## src/rtl/tg_pkg.sv

```systemverilog
package tg_pkg;
    localparam int ADDR_W   = 4;
    localparam int N_FIELDS = 8;
    localparam int CTRL_W   = 6;

    localparam logic [ADDR_W-1:0] A_CTRL  = 4'd0;
    localparam logic [ADDR_W-1:0] A_SET   = 4'd1;
    localparam logic [ADDR_W-1:0] A_CLR   = 4'd2;
    localparam logic [ADDR_W-1:0] A_STAT  = 4'd3;
    localparam logic [ADDR_W-1:0] A_IRQEN = 4'd4;
    localparam logic [ADDR_W-1:0] A_BASE  = 4'd5;
    localparam logic [ADDR_W-1:0] A_TIM0  = 4'd6;

    localparam int B_EN    = 0;
    localparam int B_LOAD  = 1;
    localparam int B_INVH  = 2;
    localparam int B_INVV  = 3;
    localparam int B_INVDE = 4;
    localparam int B_SRST  = 5;

    localparam int F_HACT = 0;
    localparam int F_HFP  = 1;
    localparam int F_HSW  = 2;
    localparam int F_HBP  = 3;
    localparam int F_VACT = 4;
    localparam int F_VFP  = 5;
    localparam int F_VSW  = 6;
    localparam int F_VBP  = 7;
endpackage

```

## src/rtl/tg_regs.sv

```systemverilog
module tg_regs
    import tg_pkg::*;
#(
    parameter int CW = 12,
    parameter int DW = 32,
    parameter logic [N_FIELDS-1:0][CW-1:0] DEF_TIM = '0
) (
    input  logic                         clk,
    input  logic                         rst_n,
    input  logic                         we,
    input  logic [ADDR_W-1:0]            addr,
    input  logic [DW-1:0]                wdata,
    output logic [DW-1:0]                rdata,
    input  logic                         frame_end,
    input  logic                         vblank,
    output logic [N_FIELDS-1:0][CW-1:0]  live_tim,
    output logic [2:0]                   live_inv,
    output logic [DW-1:0]                live_base,
    output logic                         run,
    output logic                         srst,
    output logic                         load_pend,
    output logic                         sticky,
    output logic                         irq
);
    typedef struct packed {
        logic [N_FIELDS-1:0][CW-1:0] sh_tim;
        logic [N_FIELDS-1:0][CW-1:0] lv_tim;
        logic [2:0]                  sh_inv;
        logic [2:0]                  lv_inv;
        logic [DW-1:0]               sh_base;
        logic [DW-1:0]               lv_base;
        logic                        en;
        logic                        load;
        logic                        srst;
        logic                        run;
        logic                        sticky;
        logic                        irq_en;
    } st_t;

    function automatic st_t defaults();
        st_t s;
        s        = '0;
        s.sh_tim = DEF_TIM;
        s.lv_tim = DEF_TIM;
        return s;
    endfunction

    st_t st_d, st_q;
    logic [CTRL_W-1:0] ctrl_v;
    logic w_ctrl, load_set, start, fend;

    always_comb begin
        st_d     = st_q;
        ctrl_v   = {st_q.srst, st_q.sh_inv, st_q.load, st_q.en};
        w_ctrl   = we && (addr == A_CTRL || addr == A_SET || addr == A_CLR);
        load_set = w_ctrl && (addr != A_CLR) && wdata[B_LOAD];
        if (we) begin
            case (addr)
                A_CTRL:  ctrl_v = wdata[CTRL_W-1:0];
                A_SET:   ctrl_v = ctrl_v | wdata[CTRL_W-1:0];
                A_CLR:   ctrl_v = ctrl_v & ~wdata[CTRL_W-1:0];
                A_STAT:  if (wdata[0]) st_d.sticky = 1'b0;
                A_IRQEN: st_d.irq_en = wdata[0];
                A_BASE:  st_d.sh_base = wdata;
                default: ;
            endcase
            for (int i = 0; i < N_FIELDS; i++) begin
                if (addr == ADDR_W'(int'(A_TIM0) + i))
                    st_d.sh_tim[i] = wdata[CW-1:0];
            end
        end
        st_d.en     = ctrl_v[B_EN];
        st_d.sh_inv = ctrl_v[B_INVDE:B_INVH];
        st_d.srst   = ctrl_v[B_SRST];

        start = !st_q.run && st_q.en && !st_q.srst;
        fend  = st_q.run && frame_end;
        if (start) st_d.run = 1'b1;
        if (fend && !st_q.en) st_d.run = 1'b0;
        if ((start || fend) && st_q.load) begin
            st_d.lv_tim  = st_q.sh_tim;
            st_d.lv_inv  = st_q.sh_inv;
            st_d.lv_base = st_q.sh_base;
            st_d.load    = load_set;
        end else begin
            st_d.load    = st_q.load | load_set;
        end
        if (vblank) st_d.sticky = 1'b1;

        if (st_q.srst) begin
            st_d      = defaults();
            st_d.srst = ctrl_v[B_SRST];
        end
    end

    always_ff @(posedge clk or negedge rst_n) begin
        if (!rst_n) st_q <= defaults();
        else        st_q <= st_d;
    end

    always_comb begin
        rdata = '0;
        case (addr)
            A_CTRL, A_SET, A_CLR:
                rdata[CTRL_W-1:0] = {st_q.srst, st_q.sh_inv, st_q.load, st_q.run};
            A_STAT:  rdata[0] = st_q.sticky;
            A_IRQEN: rdata[0] = st_q.irq_en;
            A_BASE:  rdata = st_q.sh_base;
            default: ;
        endcase
        for (int i = 0; i < N_FIELDS; i++) begin
            if (addr == ADDR_W'(int'(A_TIM0) + i))
                rdata[CW-1:0] = st_q.sh_tim[i];
        end
    end

    assign live_tim  = st_q.lv_tim;
    assign live_inv  = st_q.lv_inv;
    assign live_base = st_q.lv_base;
    assign run       = st_q.run;
    assign srst      = st_q.srst;
    assign load_pend = st_q.load;
    assign sticky    = st_q.sticky;
    assign irq       = st_q.sticky & st_q.irq_en;
endmodule

```

## src/rtl/tg_counter.sv

```systemverilog
module tg_counter
    import tg_pkg::*;
#(
    parameter int CW = 12,
    localparam int HW = CW + 2
) (
    input  logic                        clk,
    input  logic                        rst_n,
    input  logic                        run,
    input  logic [N_FIELDS-1:0][CW-1:0] tim,
    output logic [HW-1:0]               h,
    output logic [HW-1:0]               v,
    output logic                        frame_end,
    output logic                        vblank,
    output logic                        de_raw,
    output logic                        hs_raw,
    output logic                        vs_raw
);
    typedef struct packed {
        logic [HW-1:0] h;
        logic [HW-1:0] v;
    } cnt_t;

    cnt_t c_d, c_q;
    logic [HW-1:0] htot, vtot, hs_beg, vs_beg;
    logic line_end;

    always_comb begin
        htot   = HW'(tim[F_HACT]) + HW'(tim[F_HFP]) + HW'(tim[F_HSW]) + HW'(tim[F_HBP]);
        vtot   = HW'(tim[F_VACT]) + HW'(tim[F_VFP]) + HW'(tim[F_VSW]) + HW'(tim[F_VBP]);
        hs_beg = HW'(tim[F_HACT]) + HW'(tim[F_HFP]);
        vs_beg = HW'(tim[F_VACT]) + HW'(tim[F_VFP]);
        line_end = (c_q.h == htot - 1'b1);
        c_d = c_q;
        if (!run) begin
            c_d = '0;
        end else if (line_end) begin
            c_d.h = '0;
            c_d.v = (c_q.v == vtot - 1'b1) ? '0 : c_q.v + 1'b1;
        end else begin
            c_d.h = c_q.h + 1'b1;
        end
    end

    always_ff @(posedge clk or negedge rst_n) begin
        if (!rst_n) c_q <= '0;
        else        c_q <= c_d;
    end

    assign h         = c_q.h;
    assign v         = c_q.v;
    assign frame_end = run && line_end && (c_q.v == vtot - 1'b1);
    assign vblank    = run && (c_q.h == '0) && (c_q.v == HW'(tim[F_VACT]));
    assign de_raw    = run && (c_q.h < HW'(tim[F_HACT])) && (c_q.v < HW'(tim[F_VACT]));
    assign hs_raw    = run && (c_q.h >= hs_beg) && (c_q.h < hs_beg + HW'(tim[F_HSW]));
    assign vs_raw    = run && (c_q.v >= vs_beg) && (c_q.v < vs_beg + HW'(tim[F_VSW]));
endmodule

```

## src/rtl/disp_timing_gen.sv

```systemverilog
module disp_timing_gen
    import tg_pkg::*;
#(
    parameter int CW       = 12,
    parameter int DW       = 32,
    parameter int DEF_HACT = 8,
    parameter int DEF_HFP  = 2,
    parameter int DEF_HSW  = 3,
    parameter int DEF_HBP  = 1,
    parameter int DEF_VACT = 3,
    parameter int DEF_VFP  = 1,
    parameter int DEF_VSW  = 2,
    parameter int DEF_VBP  = 1,
    localparam int HW      = CW + 2
) (
    input  logic              clk,
    input  logic              rst_n,
    input  logic              reg_we,
    input  logic [ADDR_W-1:0] reg_addr,
    input  logic [DW-1:0]     reg_wdata,
    output logic [DW-1:0]     reg_rdata,
    output logic              hsync,
    output logic              vsync,
    output logic              de,
    output logic [HW-1:0]     pix_x,
    output logic [HW-1:0]     pix_y,
    output logic [DW-1:0]     frame_base,
    output logic              vblank,
    output logic              irq
);
    localparam logic [N_FIELDS-1:0][CW-1:0] DEF_TIM = {
        CW'(DEF_VBP), CW'(DEF_VSW), CW'(DEF_VFP), CW'(DEF_VACT),
        CW'(DEF_HBP), CW'(DEF_HSW), CW'(DEF_HFP), CW'(DEF_HACT)};

    logic [N_FIELDS-1:0][CW-1:0] live_tim;
    logic [2:0] live_inv;
    logic run, srst, load_pend, sticky, frame_end;
    logic de_raw, hs_raw, vs_raw;
    logic [HW-1:0] h, v;

    tg_regs #(.CW(CW), .DW(DW), .DEF_TIM(DEF_TIM)) i_regs (
        .clk       (clk),
        .rst_n     (rst_n),
        .we        (reg_we),
        .addr      (reg_addr),
        .wdata     (reg_wdata),
        .rdata     (reg_rdata),
        .frame_end (frame_end),
        .vblank    (vblank),
        .live_tim  (live_tim),
        .live_inv  (live_inv),
        .live_base (frame_base),
        .run       (run),
        .srst      (srst),
        .load_pend (load_pend),
        .sticky    (sticky),
        .irq       (irq)
    );

    tg_counter #(.CW(CW)) i_cnt (
        .clk       (clk),
        .rst_n     (rst_n),
        .run       (run),
        .tim       (live_tim),
        .h         (h),
        .v         (v),
        .frame_end (frame_end),
        .vblank    (vblank),
        .de_raw    (de_raw),
        .hs_raw    (hs_raw),
        .vs_raw    (vs_raw)
    );

    assign hsync = hs_raw ^ live_inv[0];
    assign vsync = vs_raw ^ live_inv[1];
    assign de    = de_raw ^ live_inv[2];
    assign pix_x = h;
    assign pix_y = v;
endmodule

```

## config.mk

```make
export PLATFORM = sky130hd
export DESIGN_NAME = disp_timing_gen
export DESIGN_NICKNAME = d
export VERILOG_FILES = /design/src/rtl/tg_pkg.sv /design/src/rtl/tg_regs.sv /design/src/rtl/tg_counter.sv /design/src/rtl/disp_timing_gen.sv
export SDC_FILE = /design/constraint.sdc
export NUM_CORES = 1
export LEC_CHECK = 0
export BUFFER_PORTS_ARGS = -buffer_cell sky130_fd_sc_hd__buf_2
export CORE_MARGIN = 2
export CORE_UTILIZATION = 45
export DETAILED_ROUTE_END_ITERATION = 6
export SETUP_SLACK_MARGIN = 0.3
export SYNTH_ARGS = -nofsm -noshare
export SYNTH_HDL_FRONTEND = slang
export SYNTH_SLANG_ARGS = --single-unit
```

## constraint.sdc

```tcl
create_clock -name clk -period 5.85 [get_ports clk]
set_input_delay 1.17 -clock clk [delete_from_list [all_inputs] [get_ports clk]]
set_output_delay 1.17 -clock clk [all_outputs]
set_load 0.05 [all_outputs]
```

==> out/metrics.csv <==
stage,metric,value,unit
global_route,grt_use_total,29.9,%
global_route,grt_max_degree,189,
final_layout,syn2layout_area_growth,29.9,%
sta,final_hold_viol_count,0,
clocking,worstSkewPairLatency,0.58,ns
clocking,cts_hold_buf,0,
sta,skew,0.0339,ns
clocking,cts.clk_slew.worst_paths,0.06,ns
routing,wirelength,78000,um
logic_synthesis,synth-xor-area-share,4.21,%
logic_synthesis,synth-adder-area-share,10.1,%
final_layout,finalCoreUtilization,59.1,%
sta,setup_slack,-0.847,ns
logic_synthesis,yosysUniqueCellTypes,79,
die,die_y,226,um
global_route,grt_pass1_wl,120000,um
placement,hpwl,52200,um
routing,vias_per_cell,6.08,
logic_synthesis,ys_seq_area_share,33.4,%
sta,setup_viol,163,
die,start_util,45.5,%
clocking,cts_max_level,2,
clocking,cts_max_path_buffers,3,
logic_synthesis,synth_edf_count,0,
clocking,cts_tree,done,
final_layout,nets,3057,
outcome,outcome,finished with violations,
routing,drt_pass1_iterations,6,
worst_setup_path,r2r_cells,39,
logic_synthesis,yosys_most_used_dff,dfrtp_1,
sta,fin_crit_sh,114,%
placement,port_buffers,135,
sta,worst_slew_pin_slew,1.22,ns
placement,place_congestion,0.907,
logic_synthesis,async_reset_ff_share,100,%
final_layout,final_common_cell,nand2_1,
die,dieArea,51200,um^2
die,io_pins,136,
routing,wl_per_cell,22.1,um
worst_setup_path,rr_endpoint,i_regs.live_tim[6]$_DFFE_PN0P_,
die,dieWidth,226,um
worst_setup_path,crit_path_start,i_regs.live_tim[13]$_DFFE_PN1P_,
worst_setup_path,critPathCaptureType,output port,
logic_synthesis,yosys_warnings,0,
worst_setup_path,rrSetupSlack,-0.71,ns
flow_run,drv_cap,0,
sta,rsz0062_at_grt,yes,
outcome,violations,setup timing,
routing,drcViolationCount,0,
worst_setup_path,worstPathRequired,4.68,ns
worst_hold_path,min_path_type,flip-flop to flip-flop,
routing,first_iter_violations,2050,
routing,via_count,21490,
clocking,clock_sinks,296,
sta,finalCriticalPeriod,6.70,ns
final_layout,final_cell_mix,"nand2_1 (323), dfrtp_1 (274), buf_4 (240)",
logic_synthesis,synth_compound_area_share,20.8,%
die,core_area,48800,um^2
logic_synthesis,syn-cell-area,22200,um^2
logic_synthesis,synthCells,2572,
sta,drv_slew,0,
global_route,antenna_found_initial,1,
sta,whs,0.522,ns
logic_synthesis,ys_ff_latch,296,
logic_synthesis,synthMuxAreaShare,0.0900,%
clocking,cts-root-buf,clkbuf_16,
logic_synthesis,syn_nets,2785,
worst_setup_path,start_kind,flip-flop,
worst_setup_path,r2r-start,i_regs.live_tim[13]$_DFFE_PN1P_,
final_layout,drive_above_1_share,27.6,%
worst_setup_path,crit_type,flip-flop to output port,
logic_synthesis,syn_avg_cell_area,8.65,um^2
routing,postRouteAntennaNets,0,
sta,max_freq,149,MHz
die,num_rows,81,
clocking,cts_buffers,36,
logic_synthesis,synth_top_family_by_area,simple AND/OR/NAND/NOR gates,
worst_setup_path,crit_end,hsync,
worst_setup_path,arrival,5.53,ns
global_route,grt_overflow,0,
sta,max_slew_margin,18.4,%
logic_synthesis,synth-simple-area-share,24.2,%
global_route,grt_pass1_vias,20715,
worst_setup_path,path_max_fanout,5,
[critical path, stage by stage, from the launching register on]
cell      delay [ns]
dfstp_2         0.56
inv_1           0.06
fa_2            0.35
nand2b_4        0.15
nand2b_1        0.08
a21o_1          0.14
xor2_2          0.22
ha_4            0.25
and3_4          0.18
a21oi_2         0.12
nand3b_1        0.14
xnor2_2         0.17
ha_1            0.30
and3_4          0.16
a221oi_2        0.23
o21ai_1         0.12
a31o_2          0.21
maj3_2          0.31
maj3_2          0.31
maj3_2          0.33
a31oi_4         0.19
xor2_4          0.19
buf_6           0.18
[cell usage after synthesis (34+ instances only)]
cell type | number | area [um^2]
a211oi_1 | 34 | 255
a21oi_1 | 181 | 906
a22oi_1 | 50 | 375
a311o_1 | 66 | 661
a32o_1 | 66 | 661
and2_1 | 35 | 219
buf_4 | 36 | 270
clkbuf_1 | 165 | 619
dfrtp_1 | 276 | 6910
ha_1 | 168 | 2100
inv_1 | 136 | 510
nand2_1 | 327 | 1230
nand3_1 | 107 | 536
nand4b_1 | 39 | 342
nor2_1 | 78 | 293
nor2b_1 | 85 | 532
nor4_1 | 37 | 231
nor4b_1 | 50 | 438
o21ai_0 | 75 | 375
xnor2_1 | 57 | 499
xor2_1 | 50 | 438
[state kept, by name, summed over array words and instances, names as in the netlist]
signal and count:
i_regs.live_tim 96, i_regs.run 1, i_regs.srst 1, i_regs.st_q 133, i_regs.load_pend 1, i_cnt.h 14, i_regs.live_base 32, i_cnt.v 14
i_regs.sticky 1, i_regs.live_inv 3
[cells by family after synthesis]
| kind of cell | count (synthesis) |
|---|---|
| compound gates | 642 |
| xor+xnor | 107 |
| fa+ha+maj | 177 |
| buf+inv | 368 |
| flops | 296 |
| mux | 2 |
| simple gates | 980 |
[cell type report]
cell class,count,area (um^2)
Antenna cell,1,2.50
Sequential cell,296,7440
Timing Repair Buffer,465,4160
Tap cell,664,831
Fill cell,4276,20000
Inverter,136,510
Clock inverter,12,144
Clock buffer,54,1090
Multi-Input combinational cell,1909,14700
[through the flow]
stage	cell area (um^2)	TNS, ns	std cells	setup WS, ns
detailed placement	25000	-81.27	3384	-0.653
global route	28900	-149.01	3536	-1.12
CTS	28100	-90.34	3519	-0.885
floorplan	22700	-0.0535	2572	-0.0535
finish	28900	-83.75	3537	-0.847
global placement	25000	-71.91	3384	-0.586
[worst min path at each step]
stage | startpoint | cells after the start | endpoint
after detailed placement | i_regs.st_q[245]$_DFFE_PN1P_ | 2 | i_regs.st_q[245]$_DFFE_PN1P_
after floorplan | i_regs.st_q[175]$_DFFE_PN1P_ | 2 | i_regs.st_q[175]$_DFFE_PN1P_
after global routing | i_regs.st_q[197]$_DFFE_PN1P_ | 2 | i_regs.st_q[197]$_DFFE_PN1P_
after global placement | i_regs.st_q[245]$_DFFE_PN1P_ | 2 | i_regs.st_q[245]$_DFFE_PN1P_
after CTS | i_regs.st_q[245]$_DFFE_PN1P_ | 2 | i_regs.st_q[245]$_DFFE_PN1P_
final | i_regs.st_q[245]$_DFFE_PN1P_ | 2 | i_regs.st_q[245]$_DFFE_PN1P_
[per-layer routing]
| metal | global-route usage [%] | up-vias | wire, um |
|---|---|---|---|
| met5 | 0 | - | 0 |
| li1 | - | 9990 | - |
| met4 | 9.72 | 0 | 2590 |
| met1 | 41.7 | 10636 | 34700 |
| met3 | 3.94 | 131 | 4500 |
| met2 | 48.1 | 733 | 36200 |
[timing repair]
item,in CTS,in global routing
resized for setup,213,115
setup endpoints to repair,163,163
gates cloned,20,2
setup buffers,49,15
pin swaps,122,87
Power is not shown: default switching activity piles up to over one toggle a cycle in this logic, so the estimate is an artifact.
